==> src/rtl/rxn_pkg.sv <==
// Package: constants shared by the nibble stream port.
// Assumes the link width is fixed at four data lines.
package rxn_pkg;
    parameter int NIB_W = 4;

    // Number of nibbles needed to carry a word of the given width.
    function automatic int nibs_per_word(input int word_w);
        return word_w / NIB_W;
    endfunction
endpackage

==> src/rtl/rxn_hclk_sync.sv <==
// Host clock synchronizer and edge detector.
// Brings the asynchronous host clock into the system domain through two
// flops, then flags any change of level (either edge) with a third flop.
// Assumes the host clock is far slower than the system clock.
module rxn_hclk_sync (
    input  logic clk,
    input  logic rst_n,
    input  logic host_clk,
    output logic hsync,
    output logic hedge
);
    logic s1, s2, s3;

    // Two-stage synchronizer followed by a delay flop for edge detection.
    always_ff @(posedge clk) begin
        if (!rst_n) begin
            s1 <= 1'b0;
            s2 <= 1'b0;
            s3 <= 1'b0;
        end else begin
            s1 <= host_clk;
            s2 <= s1;
            s3 <= s2;
        end
    end

    assign hsync = s2;
    assign hedge = s2 ^ s3;
endmodule

==> src/rtl/rxn_sample_fifo.sv <==
// Sample FIFO with a first-word-fall-through read port.
// Drops any write that arrives while full and latches a sticky overflow flag.
// Assumes DEPTH is a power of two.
module rxn_sample_fifo #(
    parameter int WORD_W = 48,
    parameter int DEPTH  = 16,
    localparam int AW    = $clog2(DEPTH),
    localparam int CNT_W = $clog2(DEPTH + 1)
) (
    input  logic              clk,
    input  logic              rst_n,
    input  logic              wr_en,
    input  logic [WORD_W-1:0] wr_data,
    input  logic              rd_en,
    output logic [WORD_W-1:0] rd_data,
    output logic              empty,
    output logic [CNT_W-1:0]  count,
    output logic              overflow
);
    logic [WORD_W-1:0] mem [DEPTH];
    logic [AW-1:0]     wptr, rptr;
    logic              full, push, pop;

    assign full  = (count == CNT_W'(DEPTH));
    assign empty = (count == '0);
    assign push  = wr_en && !full;
    assign pop   = rd_en && !empty;

    // Storage array; it needs no reset.
    always_ff @(posedge clk) begin
        if (push) mem[wptr] <= wr_data;
    end

    // Pointers, occupancy and the sticky overflow flag.
    always_ff @(posedge clk) begin
        if (!rst_n) begin
            wptr     <= '0;
            rptr     <= '0;
            count    <= '0;
            overflow <= 1'b0;
        end else begin
            if (push) wptr <= wptr + 1'b1;
            if (pop)  rptr <= rptr + 1'b1;
            case ({push, pop})
                2'b10:   count <= count + 1'b1;
                2'b01:   count <= count - 1'b1;
                default: count <= count;
            endcase
            if (wr_en && full) overflow <= 1'b1;
        end
    end

    assign rd_data = mem[rptr];
endmodule

==> src/rtl/rxn_serializer.sv <==
// Word-to-nibble serializer driven by host clock edges.
// Loads a word as soon as one is available and nothing is loaded, and shows
// its top nibble at once. Each edge then advances one nibble. An edge with
// nothing loaded sets the sticky underrun flag. A long low idle rewinds to
// nibble 0. Assumes hedge is a single-cycle pulse.
module rxn_serializer #(
    parameter int WORD_W  = 48,
    parameter int TIMEOUT = 4096,
    localparam int NIB_W  = rxn_pkg::NIB_W,
    localparam int NIBS   = rxn_pkg::nibs_per_word(WORD_W),
    localparam int IDX_W  = $clog2(NIBS),
    localparam int TO_W   = $clog2(TIMEOUT + 1)
) (
    input  logic              clk,
    input  logic              rst_n,
    input  logic              hsync,
    input  logic              hedge,
    input  logic              fifo_empty,
    input  logic [WORD_W-1:0] fifo_data,
    output logic              pop,
    output logic              rewind,
    output logic              fresh,
    output logic [NIB_W-1:0]  nib,
    output logic              underrun
);
    logic [WORD_W-1:0] word;
    logic [IDX_W-1:0]  idx;
    logic              loaded;
    logic [TO_W-1:0]   idle;
    logic              last;
    logic [WORD_W-1:0] shifted;

    assign last   = (idx == IDX_W'(NIBS - 1));
    assign pop    = !fifo_empty && (!loaded || (hedge && last));
    assign rewind = (idle == TO_W'(TIMEOUT - 1)) && !hsync && !hedge;
    assign fresh  = loaded && (idx == '0);

    // Word register, nibble index and underrun flag.
    always_ff @(posedge clk) begin
        if (!rst_n) begin
            word     <= '0;
            idx      <= '0;
            loaded   <= 1'b0;
            underrun <= 1'b0;
        end else if (pop) begin
            word   <= fifo_data;
            idx    <= '0;
            loaded <= 1'b1;
        end else if (hedge) begin
            if (!loaded)   underrun <= 1'b1;
            else if (last) loaded   <= 1'b0;
            else           idx      <= idx + 1'b1;
        end else if (rewind) begin
            idx <= '0;
        end
    end

    // Idle counter: counts system cycles while the host clock stays low.
    always_ff @(posedge clk) begin
        if (!rst_n || hedge || hsync) idle <= '0;
        else if (idle != TO_W'(TIMEOUT)) idle <= idle + 1'b1;
    end

    // Nibble select: most significant nibble first.
    always_comb begin
        shifted = word << (idx * NIB_W);
        nib     = loaded ? shifted[WORD_W-1 -: NIB_W] : '0;
    end
endmodule

==> src/rtl/rx_nibble_port.sv <==
// Top level of the host-clocked double-edge nibble stream port.
// Buffers samples, serializes them on both host clock edges, and drives a
// ready flag with hysteresis. The flag is set at the threshold and cleared
// when no complete sample is left. Assumes DEPTH is a power of two and
// WORD_W is a multiple of four.
module rx_nibble_port #(
    parameter int WORD_W  = 48,
    parameter int DEPTH   = 16,
    parameter int TIMEOUT = 4096,
    localparam int NIB_W  = rxn_pkg::NIB_W,
    localparam int CNT_W  = $clog2(DEPTH + 1),
    localparam int AV_W   = $clog2(DEPTH + 2)
) (
    input  logic              clk,
    input  logic              rst_n,
    input  logic              smp_valid,
    input  logic [WORD_W-1:0] smp_data,
    input  logic [AV_W-1:0]   rdy_level,
    input  logic              host_clk,
    output logic [NIB_W-1:0]  host_nib,
    output logic              host_rdy,
    output logic              underrun,
    output logic              overflow
);
    logic              hsync, hedge, pop, rewind, fresh, fifo_empty;
    logic [WORD_W-1:0] fifo_data;
    logic [CNT_W-1:0]  fifo_cnt;
    logic [AV_W-1:0]   avail;

    rxn_hclk_sync u_sync (
        .clk      (clk),
        .rst_n    (rst_n),
        .host_clk (host_clk),
        .hsync    (hsync),
        .hedge    (hedge)
    );

    rxn_sample_fifo #(.WORD_W(WORD_W), .DEPTH(DEPTH)) u_fifo (
        .clk      (clk),
        .rst_n    (rst_n),
        .wr_en    (smp_valid),
        .wr_data  (smp_data),
        .rd_en    (pop),
        .rd_data  (fifo_data),
        .empty    (fifo_empty),
        .count    (fifo_cnt),
        .overflow (overflow)
    );

    rxn_serializer #(.WORD_W(WORD_W), .TIMEOUT(TIMEOUT)) u_ser (
        .clk        (clk),
        .rst_n      (rst_n),
        .hsync      (hsync),
        .hedge      (hedge),
        .fifo_empty (fifo_empty),
        .fifo_data  (fifo_data),
        .pop        (pop),
        .rewind     (rewind),
        .fresh      (fresh),
        .nib        (host_nib),
        .underrun   (underrun)
    );

    // Complete samples: the FIFO contents plus a loaded word not yet started.
    assign avail = AV_W'(fifo_cnt) + AV_W'(fresh);

    // Ready flag: set at the threshold, held until nothing complete remains.
    always_ff @(posedge clk) begin
        if (!rst_n)        host_rdy <= 1'b0;
        else if (host_rdy) host_rdy <= (avail != '0);
        else               host_rdy <= (avail >= rdy_level) && (avail != '0);
    end
endmodule

==> config.mk <==
export PLATFORM = sky130hd
export DESIGN_NAME = rx_nibble_port
export DESIGN_NICKNAME = d
export VERILOG_FILES = /design/src/rtl/rxn_pkg.sv /design/src/rtl/rxn_hclk_sync.sv /design/src/rtl/rxn_sample_fifo.sv /design/src/rtl/rxn_serializer.sv /design/src/rtl/rx_nibble_port.sv
export SDC_FILE = /design/constraint.sdc
export NUM_CORES = 1
export LEC_CHECK = 0
export BUFFER_PORTS_ARGS = -buffer_cell sky130_fd_sc_hd__buf_2
export CAP_MARGIN = 10
export CORE_AREA = 2 2 263 368
export DETAILED_ROUTE_END_ITERATION = 12
export DIE_AREA = 0 0 265 370
export MAX_ROUTING_LAYER = met4
export PLACE_DENSITY = 0.46
export SETUP_SLACK_MARGIN = 0.05
export SLEW_MARGIN = 15
export SYNTH_ARGS = -nofsm -noshare
export SYNTH_HDL_FRONTEND = slang
export SYNTH_SLANG_ARGS = --single-unit
==> constraint.sdc <==
create_clock -name clk -period 14.9 [get_ports clk]
set_input_delay 0 -clock clk [delete_from_list [all_inputs] [get_ports clk]]
set_output_delay 0 -clock clk [all_outputs]
set_load 0.05 [all_outputs]
==> impl_metrics.tcl, run 1 <==
set metrics [dict create \
    finalPower_mw 5.667 \
    path_clk_slew_ns 0.06 \
    die-area_um2 98050 \
    ys_warn_count 0 \
    drtIter0Drc 1133 \
    dpl.hpwl_mm 38.90 \
    fp.dieH_um 370 \
    synthArstFlopShare_pct 0 \
    grt_pass1_wl_mm 115.3 \
    synthFlopType "edfxtp_1" \
    root_buffer "clkbuf_16" \
    cts.sinks 853 \
    grt_util_all_layers_pct 16.88 \
    critPathArrivalTime_ns 4.83 \
    powerDensity_nw_per_um2 149.0 \
    antenna_found_initial 4 \
    peakVddDrop_uv 67.01 \
    yosysTopAreaCell "edfxtp_1" \
    vias_per_cell 5.158 \
    cts_tree "yes" \
    synthDistinctLibCells 44 \
    numCtsBuffers 85 \
    timing.final.crit_share_pct 28.74 \
    worst_pin_slew_ns 1.128 \
    rows 134 \
    grt_pass1_vias 16669 \
    initial_core_util_pct 34.66 \
    n_fill_cell 8445 \
    io_buffers 63 \
    fin_tns_setup_ns 0 \
    setup_viol 0 \
    grt_overflow 0 \
    required_ns 15.45 \
    synth_edf_count 768 \
    syn-cell-area_um2 32890 \
    crit_type "flip-flop to flip-flop" \
    syn_area_per_cell_um2 21.22 \
    grt_max_degree 105 \
    fin_nets 1783 \
    io_pins 64 \
    drt-total-wl_mm 79.10 \
    max_freq_mhz 233.5 \
    clock_latency_ns 0.68 \
    core_area_um2 94900 \
    maxCapViolations 0 \
    drc 0 \
    critPathMaxFanout 16 \
    post_route_cells_drive_above_1_share_pct 28.23 \
    routedWlPerCell_um 26.31 \
    cts_buffer_depth 3 \
    rsz0062_at_grt "false" \
    area_growth_syn_to_layout_pct 15.67 \
    final.min_clock_period_ns 4.282 \
    ys_ff_latch 853 \
    drv_slew 0 \
    drt_pass1_iterations 5 \
    synth.top_cell.area_share_pct 70.12 \
    power.leakage_nw 11.83 \
    synthCells 1550 \
    syn_nets 1628 \
    hold_viol 0 \
    drtAntennaViolNets 0 \
    crit_path_end_kind "flip-flop" \
    num_vias 15504 \
    start_kind "flip-flop" \
    synth-seq-area-share_pct 75.29 \
    clock_skew_ns 0.02535 \
    synthTopCellsByArea "edfxtp_1 70%, mux4_2 14%, dfxtp_1 5.2%" \
    cts.htree.levels 3 \
    routabilityCongestion 0.7202 \
    worstHoldPathType "input port to flip-flop" \
    slew_headroom_pct 24.80 \
    status "completed" \
    die_w_um 265 \
]
## area by class of cell
class / count / area [um2] / area share [%]
repair buffers: 150 / 1121 / 2.947
multi-input cells: 599 / 7770 / 20.42
clock buffers: 110 / 2311 / 6.075
well taps: 1224 / 1531 / 4.026
diodes: 4 / 10.01 / 0.02631
inverters: 16 / 60.06 / 0.1579
clock inverters: 50 / 461.7 / 1.214
flip-flops and latches: 853 / 24780 / 65.13
## per-stage QoR
step | hold WS, ns | cells | instance area [um2] | worst slack, ns | util (%)
3_5_place_dp | 0.2249 | 2786 | 34700 | 11.18 | 36.56
2_1_floorplan | 0.09887 | 1550 | 32890 | 9.913 | -
4_1_cts | 0.1864 | 3002 | 38030 | 10.40 | 40.08
5_1_grt | 0.2448 | 3006 | 38040 | 10.36 | 40.09
3_3_place_gp | 0.2178 | 2786 | 34700 | 11.25 | 36.56
6_report | 0.2498 | 3006 | 38040 | 10.62 | 40.09
## sequential cells by signal, indices dropped and copies added, names as in the netlist
name and cells:
host_rdy 1, u_fifo.count 5, u_fifo.mem 768, u_fifo.overflow 1, u_fifo.rptr 4, u_fifo.wptr 4
u_ser.idle 13, u_ser.idx 4, u_ser.loaded 1, u_ser.underrun 1, u_ser.word 48, u_sync.hsync 1
u_sync.s1 1, u_sync.s3 1
## Yosys cell counts, drive strengths merged (16+ instances only)
cell,instances
nor2,81
buf,40
a221o,48
nand2,17
and2,16
edfxtp,768
mux2,49
xnor2,17
dfxtp,85
mux2i,55
mux4,204
clkbuf,42
inv,16
ha,20
## power by group
part,switching (mW),internal [mW],leakage [nW]
clock network,0.927,1.19,1.34
registers,0.123,2.74,7.63
logic,0.379,0.299,2.85
total,1.43,4.24,11.8
## routing by layer
metal	vias up	part of all wire (%)	routed length, um	track usage, %
li1	6738	-	-	-
met1	8362	42	33300	20.76
met2	294	52	41140	28.81
met3	110	3.8	3036	2.752
met4	0	2.1	1622	4.857
met5	-	0	0	-
## cells in the final DEF (no fill, tap or decap), types with 4 or more instances in the layout
| cell | synthesis | routed |
|---|---|---|
| xor2_1 | 6 | 6 |
| xnor2_1 | 17 | 17 |
| buf_4 | 1 | 30 |
| clkbuf_16 | 0 | 85 |
| o21ai_0 | 11 | 11 |
| edfxtp_1 | 768 | 768 |
| mux2i_1 | 55 | 55 |
| nand4_1 | 5 | 5 |
| buf_2 | 21 | 63 |
| inv_6 | 0 | 5 |
| ha_1 | 20 | 20 |
| mux2_2 | 49 | 49 |
| bufinv_16 | 0 | 5 |
| nand3b_1 | 7 | 7 |
| clkinv_2 | 0 | 13 |
| a21o_1 | 4 | 4 |
| nor2_1 | 81 | 69 |
| inv_1 | 16 | 16 |
| mux4_2 | 204 | 204 |
| and2_1 | 16 | 15 |
| a21oi_1 | 10 | 10 |
| nor3_2 | 0 | 4 |
| dlygate4sd3_1 | 0 | 56 |
| a221o_1 | 48 | 48 |
| nand3_1 | 8 | 8 |
| dfxtp_1 | 85 | 81 |
| nor3_1 | 9 | 5 |
| nor2_4 | 0 | 12 |
| nand2b_1 | 5 | 5 |
| clkinv_1 | 0 | 14 |
| nand2_1 | 16 | 16 |
| clkbuf_1 | 42 | 16 |
| clkbuf_8 | 0 | 9 |
| diode_2 | 0 | 4 |
| clkinvlp_4 | 0 | 6 |
## final timing paths
check	start	endpoint	slack, ns	depth (start not counted)
max	u_ser.idx[1]	host_rdy	10.62	12
min	smp_data[16]	u_fifo.mem[5][16]	0.25	2
max reg2reg	u_ser.idx[1]	host_rdy	10.62	12
min reg2reg	u_sync.s1	u_sync.hsync	0.45	1
## critical path: stages (launching register included)
cell           delay, ns
dfxtp_1             1.00
inv_1               0.12
ha_1                0.22
nor4bb_1            0.15
ha_1                0.23
ha_1                0.31
ha_1                0.28
a21o_1              0.16
a21o_1              0.17
a2111oi_0           0.34
dlygate4sd3_1       0.60
a211oi_1            0.04
dlygate4sd3_1       0.55
## kinds of logic after synthesis
group                    synth area share [%]
buffers and inverters                   1.438
multiplexers                            17.32
AO/OA/AOI/OAI                           2.104
XOR/XNOR                               0.6125
flip-flops                              75.29
adder cells (fa/ha/maj)                0.8217
AND/OR/NAND/NOR                         2.408
## repair_timing
action                                 4_1_cts  5_1_grt
gates resized for setup                      0        0
endpoints found under the hold margin      792        0
hold buffers                                56        0
setup buffers                                0        0
Power figures use the tool's default switching activity.
==> inputs of run 2 (changes only) <==
--- a/config.mk
+++ b/config.mk
@@ -11,7 +11,7 @@
 export DETAILED_ROUTE_END_ITERATION = 12
 export DIE_AREA = 0 0 265 370
 export MAX_ROUTING_LAYER = met4
-export PLACE_DENSITY = 0.46
+export PLACE_DENSITY = 0.48
 export SETUP_SLACK_MARGIN = 0.05
 export SLEW_MARGIN = 15
 export SYNTH_ARGS = -nofsm -noshare
==> constraint.sdc (replaced) <==
create_clock -name clk -period 3.8 [get_ports clk]
set_input_delay 0 -clock clk [delete_from_list [all_inputs] [get_ports clk]]
set_output_delay 0 -clock clk [all_outputs]
set_load 0.05 [all_outputs]
==> impl_metrics.tcl, run 2 (synthesis gave the netlist of run 1 again) <==
set metrics [dict create \
    status "completed" \
    setup_viol 0 \
    post_cts_buffers 0 \
    critPathArrivalTime_ns 4.03 \
    finalPower_mw 21.83 \
    die_w_um 265 \
    p_int_mw 16.48 \
    maxCapViolations 0 \
    n_fill_cell 8422 \
    critPathMaxFanout 15 \
    pwr-share-seq_pct 51.0 \
    grt_pass1_wl_mm 114.9 \
    cts.sinks 853 \
    reg.largest.list "u_fifo.mem: 768 flops, u_ser.word: 48 flops, u_ser.idle: 13 flops" \
    fin_util_pct 40.24 \
    vias_per_cell 5.124 \
    antenna_found_initial 3 \
    routabilityCongestion 0.7415 \
    placed_area_um2 35040 \
    fin_ws_ns 0.3076 \
    clockPowerShare_pct 36.4 \
    core_area_um2 94900 \
    rsz0062_at_grt "false" \
    fp.dieH_um 370 \
    post_route_cells_drive_above_1_share_pct 28.28 \
    grt_pass1_vias 16808 \
    start_kind "flip-flop" \
    rrSetupSlack_ns 0.31 \
    drt_pass1_iterations 5 \
    grt_overflow 0 \
    timing.final.crit_share_pct 91.90 \
    multi_input_area_um2 7795 \
    fin_nets 1801 \
    crit_type "flip-flop to flip-flop" \
    io_buffers 63 \
    slew_headroom_pct 52.73 \
    power.leakage_nw 11.88 \
    drc 0 \
    regToRegEndpoint "host_rdy" \
    fin_tns_setup_ns 0 \
    powerDensity_nw_per_um2 571.7 \
    switching_share_pct 24.49 \
    worstHoldPathType "input port to flip-flop" \
    regMostFlops "u_fifo.mem" \
    post-route-cell-area_um2 38190 \
    seq_area_um2 24780 \
    comb_power_share_pct 12.6 \
    area_growth_syn_to_layout_pct 16.11 \
    clock_latency_ns 0.66 \
    layout_commonest_cell "edfxtp_1" \
    drtAntennaViolNets 0 \
    cp-startpoint "u_ser.idx[0]" \
    initial_core_util_pct 34.66 \
    worst_pin_slew_ns 0.7090 \
    largest_reg_flops 768 \
    die-area_um2 98050 \
    routedWlPerCell_um 25.75 \
    drv_slew 0 \
    root_buffer "clkbuf_16" \
    num_vias 15460 \
    path_clk_slew_ns 0.07 \
    drt-total-wl_mm 77.69 \
    io_pins 64 \
    rows 134 \
    peakVddDrop_uv 330.7 \
    final.min_clock_period_ns 3.492 \
    cts_tree "yes" \
    r2r-start "u_ser.idx[0]" \
    hold_viol 0 \
    dpl.hpwl_mm 45.42 \
    grt_util_all_layers_pct 16.65 \
    max_freq_mhz 286.3 \
    crit_path_end_kind "flip-flop" \
    layout_common_cells "768 x edfxtp_1, 204 x mux4_2, 85 x clkbuf_16" \
    required_ns 4.34 \
    clock_skew_ns 0.02265 \
    cts.htree.levels 3 \
    p_sw_mw 5.347 \
    pre_cts_ws_ns 0.7799 \
    reg2regPathDepth 12 \
    cts_buffer_depth 3 \
    drtIter0Drc 1212 \
    grt_max_degree 57 \
    numCtsBuffers 82 \
    crit_end "host_rdy" \
]
run 2: routing by layer:
layer	part of all wire [%]	GRT usage (%)
met1	43	21.01
met2	51	27.88
met3	3.5	2.486
met4	2.2	5.041
met5	0	-
run 2: critical path: stages (launching register included):
cell	delay, ns
dfxtp_1	0.32
buf_4	0.24
inv_1	0.10
ha_1	0.15
nor4bb_1	0.43
ha_1	0.25
ha_1	0.25
ha_1	0.27
a21o_1	0.16
a21o_1	0.16
a2111oi_0	0.39
dlygate4sd3_1	0.61
a211oi_1	0.05
run 2: how the worst min path moves through the flow:
stage | slack (ns) | from | end | depth (start not counted)
global route | 0.29 | smp_data[21] | u_fifo.mem[12][21] | 2
floorplan | 0.1 | smp_data[0] | u_fifo.mem[0][0] | 0
global placement | 0.21 | host_clk | u_sync.s1 | 2
CTS | 0.24 | smp_data[21] | u_fifo.mem[13][21] | 2
detailed placement | 0.22 | host_clk | u_sync.s1 | 2
finish | 0.29 | smp_data[21] | u_fifo.mem[1][21] | 2
run 2: area by class of cell:
class                      instances  area share, %
clock inverter                    50          1.022
clock buffer                     100          5.718
tap                             1224          4.010
antenna                            4        0.02621
inverter                          16         0.1573
multi-input combinational        599          20.41
timing repair buffer             171          3.775
sequential                       853          64.88
run 2: power groups by stage:
| stage | Combinational [mW] | Clock, mW | Sequential, mW |
|---|---|---|---|
| after floorplan | 1.85 | 0 | 11.1 |
| after global routing | 3.01 | 8.51 | 11.2 |
| after CTS | 2.83 | 8.19 | 11.1 |
| after detailed placement | 2.75 | 0 | 11.3 |
| after global placement | 2.74 | 0 | 11.3 |
| final | 2.75 | 7.94 | 11.1 |
run 2: repair_timing:
action	in CTS	in global routing
endpoints found under the hold margin	792	0
resized for setup	0	0
endpoints found under the setup margin	0	0
hold buffers	56	0
run 2: metrics by stage:
step	hold slack (ns)	cells
CTS	0.2400	3013
global route	0.2909	3016
floorplan	0.09887	1550
global placement	0.2133	2807
detailed placement	0.2232	2807
finish	0.2929	3017
